<file path="src/rtl/sts_pkg.sv">
package sts_pkg;
   typedef enum logic [2:0] {
      ST_IDLE,
      ST_ISSUE,
      ST_CAPT,
      ST_DIV,
      ST_WRD,
      ST_MAC
   } sts_state_e;
endpackage

</file>
<file path="src/rtl/tag_nibble_sel.sv">
module tag_nibble_sel #(
   parameter int TAG_W = 16,
   parameter int LANES = 4,
   localparam int IDX_W = TAG_W / LANES,
   localparam int LG_L  = $clog2(LANES)
) (
   input  logic [TAG_W-1:0] tag_i,
   input  logic [LG_L-1:0]  lane_i,
   output logic [IDX_W-1:0] idx_o
);
   if (TAG_W % LANES != 0) begin : g_bad_split
      $error("tag width must split evenly into lanes");
   end

   always_comb idx_o = tag_i[lane_i*IDX_W +: IDX_W];
endmodule

</file>
<file path="src/rtl/idx_divider.sv">
module idx_divider #(
   parameter int IDX_W = 4,
   localparam int CNT_W = $clog2(IDX_W + 1)
) (
   input  logic             clk,
   input  logic             rst,
   input  logic             start_i,
   input  logic [IDX_W-1:0] dividend_i,
   input  logic [IDX_W:0]   divisor_i,
   output logic [IDX_W-1:0] quo_o,
   output logic [IDX_W-1:0] rem_o,
   output logic             busy_o
);
   logic [IDX_W:0]   rem_r;
   logic [IDX_W-1:0] q_r;
   logic [IDX_W-1:0] dvd_r;
   logic [CNT_W-1:0] cnt_r;
   logic [IDX_W:0]   trial;

   always_comb trial = {rem_r[IDX_W-1:0], q_r[IDX_W-1]};

   always_ff @(posedge clk) begin
      if (rst) begin
         rem_r <= '0;
         q_r   <= '0;
         dvd_r <= '0;
         cnt_r <= '0;
      end else if (start_i) begin
         rem_r <= '0;
         q_r   <= dividend_i;
         dvd_r <= dividend_i;
         cnt_r <= CNT_W'(IDX_W);
      end else if (cnt_r != '0) begin
         cnt_r <= cnt_r - 1'b1;
         if (trial >= divisor_i) begin
            rem_r <= trial - divisor_i;
            q_r   <= {q_r[IDX_W-2:0], 1'b1};
         end else begin
            rem_r <= trial;
            q_r   <= {q_r[IDX_W-2:0], 1'b0};
         end
      end
   end

   assign quo_o  = q_r;
   assign rem_o  = rem_r[IDX_W-1:0];
   assign busy_o = (cnt_r != '0);


   rem_below_divisor_chk: assert property (@(posedge clk) disable iff (rst)
      $fell(busy_o) |-> ({1'b0, rem_o} < divisor_i));


   quotient_exact_chk: assert property (@(posedge clk) disable iff (rst)
      $fell(busy_o) |-> ((quo_o * divisor_i + rem_o) == {1'b0, dvd_r}));
endmodule

</file>
<file path="src/rtl/mac_bank.sv">
module mac_bank #(
   parameter int LANES = 4,
   parameter int VAL_W = 8,
   parameter int WGT_W = 8,
   parameter int ACC_W = 32,
   localparam int LG_L = $clog2(LANES)
) (
   input  logic                   clk,
   input  logic                   rst,
   input  logic                   clr_i,
   input  logic                   en_i,
   input  logic [LG_L-1:0]        sel_i,
   input  logic [VAL_W-1:0]       val_i,
   input  logic [WGT_W-1:0]       wgt_i,
   output logic [LANES*ACC_W-1:0] psum_o
);
   if (ACC_W < VAL_W + WGT_W) begin : g_bad_acc
      $error("accumulator narrower than one product");
   end

   logic [ACC_W-1:0] prod;
   always_comb prod = ACC_W'(val_i) * ACC_W'(wgt_i);

   for (genvar g = 0; g < LANES; g++) begin : g_acc
      logic [ACC_W-1:0] acc_r;
      always_ff @(posedge clk) begin
         if (rst || clr_i)
            acc_r <= '0;
         else if (en_i && sel_i == LG_L'(g))
            acc_r <= acc_r + prod;
      end
      assign psum_o[g*ACC_W +: ACC_W] = acc_r;
   end
endmodule

</file>
<file path="src/rtl/sparse_tag_scatter.sv">
module sparse_tag_scatter
   import sts_pkg::*;
#(
   parameter int TAG_W    = 16,
   parameter int LANES    = 4,
   parameter int EPP_W    = 8,
   parameter int VAL_W    = 8,
   parameter int WGT_W    = 8,
   parameter int ACC_W    = 32,
   parameter int ROWS_W   = 8,
   parameter int ROWS_REQ = 128,
   localparam int IDX_W   = TAG_W / LANES,
   localparam int LG_L    = $clog2(LANES),
   localparam int POS_W   = EPP_W + LG_L,
   localparam int ADDR_W  = EPP_W + LG_L,
   localparam int COLS_W  = IDX_W + 1,
   localparam int WADDR_W = 2 * IDX_W
) (
   input  logic                   clk,
   input  logic                   rst,
   input  logic                   start,
   input  logic [EPP_W-1:0]       epp_i,
   input  logic [COLS_W-1:0]      num_cols_i,
   input  logic [ROWS_W-1:0]      active_rows_i,
   output logic [ADDR_W-1:0]      tag_addr_o,
   input  logic [TAG_W-1:0]       tag_rdata_i,
   output logic [POS_W-1:0]       val_addr_o,
   input  logic [VAL_W-1:0]       val_rdata_i,
   output logic [WADDR_W-1:0]     wgt_addr_o,
   input  logic [WGT_W-1:0]       wgt_rdata_i,
   output logic [LANES*ACC_W-1:0] psum_o,
   output logic                   err_o,
   output logic                   done_o
);
   if ((1 << LG_L) != LANES) begin : g_bad_lanes
      $error("lane count must be a power of two");
   end
   if (ROWS_REQ % LANES != 0 || ROWS_REQ >= (1 << ROWS_W)) begin : g_bad_rows
      $error("required row count unsupported");
   end

   sts_state_e       st_r;
   logic [POS_W-1:0] pos_r;
   logic [LG_L-1:0]  mem_r;
   logic [VAL_W-1:0] val_r;
   logic [POS_W-1:0] last_pos;
   logic             rows_bad;
   logic             div_start;
   logic             div_busy;
   logic             mac_en;
   logic             clr;
   logic [IDX_W-1:0] nib;
   logic [IDX_W-1:0] quo;
   logic [IDX_W-1:0] rem;

   always_comb begin
      last_pos  = {epp_i, {LG_L{1'b0}}} - 1'b1;
      rows_bad  = (active_rows_i[LG_L-1:0] != '0) || (active_rows_i != ROWS_W'(ROWS_REQ));
      div_start = (st_r == ST_CAPT);
      mac_en    = (st_r == ST_MAC);
      clr       = (st_r == ST_IDLE) && start;
      tag_addr_o = ADDR_W'(pos_r >> LG_L) + ADDR_W'(mem_r) * ADDR_W'(epp_i);
      val_addr_o = pos_r;
      wgt_addr_o = {quo, rem};
   end

   tag_nibble_sel #(.TAG_W(TAG_W), .LANES(LANES)) u_nib (
      .tag_i (tag_rdata_i),
      .lane_i(pos_r[LG_L-1:0]),
      .idx_o (nib)
   );

   idx_divider #(.IDX_W(IDX_W)) u_div (
      .clk       (clk),
      .rst       (rst),
      .start_i   (div_start),
      .dividend_i(nib),
      .divisor_i (num_cols_i),
      .quo_o     (quo),
      .rem_o     (rem),
      .busy_o    (div_busy)
   );

   mac_bank #(.LANES(LANES), .VAL_W(VAL_W), .WGT_W(WGT_W), .ACC_W(ACC_W)) u_mac (
      .clk   (clk),
      .rst   (rst),
      .clr_i (clr),
      .en_i  (mac_en),
      .sel_i (mem_r),
      .val_i (val_r),
      .wgt_i (wgt_rdata_i),
      .psum_o(psum_o)
   );

   always_ff @(posedge clk) begin
      if (rst) begin
         st_r   <= ST_IDLE;
         pos_r  <= '0;
         mem_r  <= '0;
         val_r  <= '0;
         err_o  <= 1'b0;
         done_o <= 1'b0;
      end else begin
         done_o <= 1'b0;
         unique case (st_r)
            ST_IDLE: if (start) begin
               pos_r <= '0;
               mem_r <= '0;
               err_o <= rows_bad;
               if (rows_bad) done_o <= 1'b1;
               else          st_r   <= ST_ISSUE;
            end
            ST_ISSUE: st_r <= ST_CAPT;
            ST_CAPT: begin
               val_r <= val_rdata_i;
               st_r  <= ST_DIV;
            end
            ST_DIV: if (!div_busy) st_r <= ST_WRD;
            ST_WRD: st_r <= ST_MAC;
            ST_MAC: begin
               st_r  <= ST_ISSUE;
               mem_r <= mem_r + 1'b1;
               if (mem_r == LG_L'(LANES - 1)) begin
                  if (pos_r == last_pos) begin
                     st_r   <= ST_IDLE;
                     done_o <= 1'b1;
                  end else begin
                     pos_r <= pos_r + 1'b1;
                  end
               end
            end
            default: st_r <= ST_IDLE;
         endcase
      end
   end


   done_single_chk: assert property (@(posedge clk) disable iff (rst)
      done_o |=> !done_o);


   rows_misaligned_chk: assert property (@(posedge clk) disable iff (rst)
      (st_r == ST_IDLE && start && active_rows_i[LG_L-1:0] != '0) |=> err_o);


   err_holds_sums_chk: assert property (@(posedge clk) disable iff (rst)
      (err_o && !start) |=> $stable(psum_o));


   cols_in_range_chk: assert property (@(posedge clk) disable iff (rst)
      (st_r == ST_DIV) |-> (num_cols_i != '0 && num_cols_i <= COLS_W'(1 << IDX_W)));
endmodule

</file>
<file path="config.mk">
export PLATFORM = sky130hd
export DESIGN_NAME = sparse_tag_scatter
export DESIGN_NICKNAME = d
export VERILOG_FILES = /design/src/rtl/sts_pkg.sv /design/src/rtl/tag_nibble_sel.sv /design/src/rtl/idx_divider.sv /design/src/rtl/mac_bank.sv /design/src/rtl/sparse_tag_scatter.sv
export SDC_FILE = /design/constraint.sdc
export NUM_CORES = 1
export LEC_CHECK = 0
export BUFFER_PORTS_ARGS = -buffer_cell sky130_fd_sc_hd__buf_2
export CORE_MARGIN = 2
export CORE_UTILIZATION = 38
export DETAILED_ROUTE_END_ITERATION = 12
export GPL_ROUTABILITY_DRIVEN = 0
export HOLD_SLACK_MARGIN = 0.02
export PLACE_DENSITY_LB_ADDON = 0.08
export SETUP_SLACK_MARGIN = 0.1
export SLEW_MARGIN = 20
export SYNTH_ARGS = -nofsm -noshare
export SYNTH_HDL_FRONTEND = slang
export SYNTH_SLANG_ARGS = --single-unit
</file>
<file path="constraint.sdc">
create_clock -name clk -period 6.8 [get_ports clk]
set_input_delay 0.68 -clock clk [delete_from_list [all_inputs] [get_ports clk]]
set_output_delay 0.68 -clock clk [all_outputs]
set_load 0.01 [all_outputs]
</file>
==> results.md <==
- Status: completed
- Clock Sinks: 164
- Internal: 1710 uW
- Area Growth Syn to Fin: 16.7%
- Final std cells w/o fill: 2292
- Switching Share: between 30% and 40%
- Wire per inst: about 17 um
- Clk pwr share: ~37%
- Core box area: about 35000 um2
- Avg Inst Size Synth: 8.22 um2
- Required arrival time at the worst endpoint: around 7100 ps
- Largest net degree at the start of global routing: 79
- Register area share after synthesis: between 20% and 30%
- DRT iter0 DRCs: around 670
- Maximum clock rate: ~160 MHz
- Setup-failing EPs final: 0
- Fin crit share: between 90% and 100%
- Placed instance area: between 10000 and 15000 um2
- Fillcell total: 3568
- First-pass GRT wire length: around 60 mm
- Die W: 191 um
- Share of power burned in registers: about two fifths
- I/O Buffers: about 210
- Ys async rst share: 0%
- Fin. Hold Viols: 0
- Worst Clk Skew: roughly 15 ps
- Number of remaining DRC errors: 0
- Clock latency on the worst-skew pair: roughly 450 ps
- Post-synth EDFFs: 0
- Final Max Slew Viols: 0
- CP Data Arrival Time: around 6600 ps
- Hold Path Class: in2reg
- HPWL after DPL: between 20 and 30 mm
- I/O pins: between 200 and 250
- Die area: 36500 um2
- Worst r2r path cells: 20
- Relative slew slack: about 28%
- CP max stage delay: 620 ps
- Slew @ Worst Pin: 1070 ps
- Die Ht: roughly 190 um
- Mapped Area: 13300 um2
- Critical path's most frequent cell: fa_1
- CP max FO: 9
- CTS Buf Count: 17
- Clk buf depth: 2
- Switching pwr: a little under 900 uW
- Crit path time final: 6300 ps
- Hold-fix buffers, CTS: 0
- Startpoint Class: flip-flop
- FF-to-FF setup slack: 500 ps
- Total routed wirelength: about 38 mm
- CP bufs+invs: 3
- Max cap viols: 0
- Post-CTS setup-driven buffer insertion count: 0
- CTS clk-pin slew, worst paths: ~70 ps
- GRT overflow: 0
- Initial antenna violation count: 1
- Number of global-route vias before repair: 11.3k
- Seq cells post-synth: ~160
- H-tree depth: 4
- Ratio of cells with drive above 1 in the final layout: around 17%
- Max VDD drop: 180 uV
- Fin area: around 16000 um2
- WHS Path Cells: 3
- Critical path's slowest cell: o2111ai_1
- Total leakage power: approximately 0.0073 uW
- Post-cts sizing count: 0
- Rows: approximately 70
- Synth unique cells: 79
- Initial Utilization: between 30 and 40%
- RSZ-0062 raised after global routing: no
- Fin nets: between 2k and 2.5k
- Largest delay share family, worst path: adder cells
- First-pass iteration count of the detailed router: 5
- DP Cell Count: about 2.3k
- Syn nets: 1855
- Via/cell ratio: roughly 5.3
- Logic pwr share: roughly 23%
- Crit-path cells: nand2_1 -> fa_1 -> fa_1 -> inv_1 -> fa_1 -> inv_1 -> fa_1 -> inv_1 -> ha_1 -> nand2_1 -> o211ai_1 -> a31o_2 -> xor2_1 -> ha_1 -> a21o_1 -> a211o_1 -> o2111ai_1 -> a21boi_0 -> xnor2_1 -> nor2_1
- Top_reg_cell synth: dfxtp_1
- Power density over the cells: roughly 170 nW/um2
- Ys Warns: 0
- CP Class: reg2reg
- DR vias: roughly 12k
- Root Driver: clkbuf_16
- Worst path depth: 20
- Finished Core Util: between 40% and 50%
- Crit. End Element: flip-flop
- Cells after synthesis: 1619
- CTS tree: built
- Routed Antenna Nets: 0
- All-Layer GR Usage: ~21%
worst paths after layout:
path                                              start                                     to
setup / recovery                  val_r[5]$_SDFFE_PP0P_  u_mac.g_acc[0].acc_r[20]$_SDFFE_PP0P_
hold / removal                           val_rdata_i[3]                  val_r[3]$_SDFFE_PP0P_
setup reg to reg                  val_r[5]$_SDFFE_PP0P_  u_mac.g_acc[0].acc_r[20]$_SDFFE_PP0P_
hold reg to reg   u_mac.g_acc[3].acc_r[31]$_SDFFE_PP0P_  u_mac.g_acc[3].acc_r[31]$_SDFFE_PP0P_
layout make-up:
| class | instances | area (um2) | share of cell area (%) |
|---|---|---|---|
| diodes | 1 | 2.50 | 0.0161 |
| clock buffers | 17 | 425 | 2.74 |
| inverters | 115 | 432 | 2.78 |
| multi-input cells | 1291 | 9420 | 60.6 |
| flip-flops and latches | 164 | 3290 | 21.2 |
| clock inverters | 15 | 159 | 1.02 |
| repair buffers | 234 | 1240 | 7.96 |
| well taps | 455 | 569 | 3.67 |
cells in the final DEF, fill, tap and decap left out, types with 5 or more instances in the layout:
| master | Yosys | final |
|---|---|---|
| buf_2 | 11 | 213 |
| nand2_1 | 194 | 194 |
| dfxtp_1 | 164 | 161 |
| a21oi_1 | 141 | 141 |
| ha_1 | 131 | 131 |
| nor2_1 | 128 | 127 |
| inv_1 | 114 | 114 |
| xnor2_1 | 81 | 79 |
| and2_1 | 65 | 65 |
| o21ai_0 | 56 | 55 |
| fa_1 | 49 | 49 |
| nand3_1 | 39 | 39 |
| a211oi_1 | 39 | 39 |
| a21o_1 | 38 | 38 |
| xor2_1 | 28 | 28 |
| or3_1 | 24 | 24 |
| and3_1 | 22 | 22 |
| buf_4 | 3 | 20 |
| nand4_1 | 19 | 19 |
| nor3_1 | 18 | 18 |
| a31oi_1 | 18 | 18 |
| mux2i_1 | 17 | 17 |
| clkbuf_16 | 0 | 17 |
| o21a_1 | 13 | 13 |
| o211ai_1 | 13 | 13 |
| or4_1 | 12 | 12 |
| o21bai_1 | 10 | 10 |
| nand2b_1 | 11 | 10 |
| a41o_1 | 8 | 8 |
| nor2b_1 | 7 | 7 |
| o31ai_1 | 8 | 7 |
| and4_1 | 7 | 7 |
| nor4_1 | 5 | 5 |
| o2111ai_1 | 5 | 5 |
| inv_6 | 0 | 5 |
cells in the mapped netlist (all sizes together) (5+ instances only):
cell | number | area [um2]
a2111oi | 5 | 75.1
buf | 21 | 104
xnor2 | 81 | 709
nor4 | 5 | 31.3
or4 | 12 | 90.1
mux2i | 17 | 170
and3 | 23 | 145
nor3b | 5 | 48.8
nand2b | 11 | 68.8
xor2 | 28 | 245
nand4 | 19 | 119
a211oi | 41 | 318
nand2 | 195 | 734
fa | 49 | 981
a21o | 38 | 285
a21oi | 143 | 723
dfxtp | 164 | 3280
a41o | 8 | 80.1
o31ai | 9 | 72.6
ha | 131 | 1640
o21a | 13 | 97.6
o211ai | 13 | 97.6
inv | 114 | 428
a31oi | 18 | 113
nor2b | 7 | 43.8
o21bai | 10 | 75.1
o2111ai | 6 | 70.1
or3 | 24 | 150
nor2 | 128 | 480
and2 | 65 | 407
clkbuf | 28 | 105
nand3 | 39 | 195
nor3 | 20 | 110
o21ai | 61 | 328
and4 | 7 | 61.3
worst register-to-register path, delay by kind of cell, from the launching register on:
| family | cells | cell delay, ps |
|---|---|---|
| flops | 1 | 540 |
| buf+inv | 3 | 150 |
| simple gates | 3 | 260 |
| fa+ha+maj | 6 | 2750 |
| compound gates | 6 | 1830 |
| xor+xnor | 2 | 630 |
power by group through the flow:
stage / Sequential (uW) / Combinational (uW) / Clock (uW)
6_report: 1020 / 597 / 965
5_1_grt: 1020 / 675 / 1040
4_1_cts: 1020 / 605 / 997
3_5_place_dp: 1040 / 602 / 0
3_3_place_gp: 1040 / 595 / 0
2_1_floorplan: 1040 / 434 / 0
routing by layer:
| layer | GRT usage, % | part of all wire [%] | vias up |
|---|---|---|---|
| li1 | - | - | 6137 |
| met1 | 29.8 | 51 | 5671 |
| met2 | 31.9 | 44 | 243 |
| met3 | 3.84 | 4.5 | 25 |
| met4 | 5.24 | 1.2 | 0 |
| met5 | 0 | 0 | - |
flip-flops by register name (all words and copies together) (netlist names):
register	cells
val_addr_o	10
val_r	8
u_mac.g_acc.acc_r	128
st_r	3
err_o	1
u_div.rem_r	4
u_div.quo_o	4
u_div.cnt_r	3
mem_r	2
done_o	1
cells by family (layout without fill, tap and decap cells):
| kind of cell | after synthesis | in the layout | synth area share (%) |
|---|---|---|---|
| simple gates | 577 | 577 | 21.4 |
| compound gates | 403 | 403 | 20.2 |
| other cells | 0 | 1 | 0 |
| xor+xnor | 109 | 109 | 7.18 |
| buf+inv | 164 | 381 | 4.81 |
| mux | 22 | 22 | 2.04 |
| flops | 164 | 164 | 24.7 |
| fa+ha+maj | 180 | 180 | 19.7 |
per-stage QoR:
stage / setup WS, ps / setup TNS (ps) / total power, uW / hold WS (ps)
6_report: 496 / 0 / 2580 / 464
5_1_grt: 112 / 0 / 2740 / 444
4_1_cts: 145 / 0 / 2620 / 442
3_5_place_dp: -111 / -342 / 1640 / 459
3_3_place_gp: -61.9 / -174 / 1630 / 455
2_1_floorplan: 437 / 0 / 1470 / 459
Power figures use the tool's default switching activity.
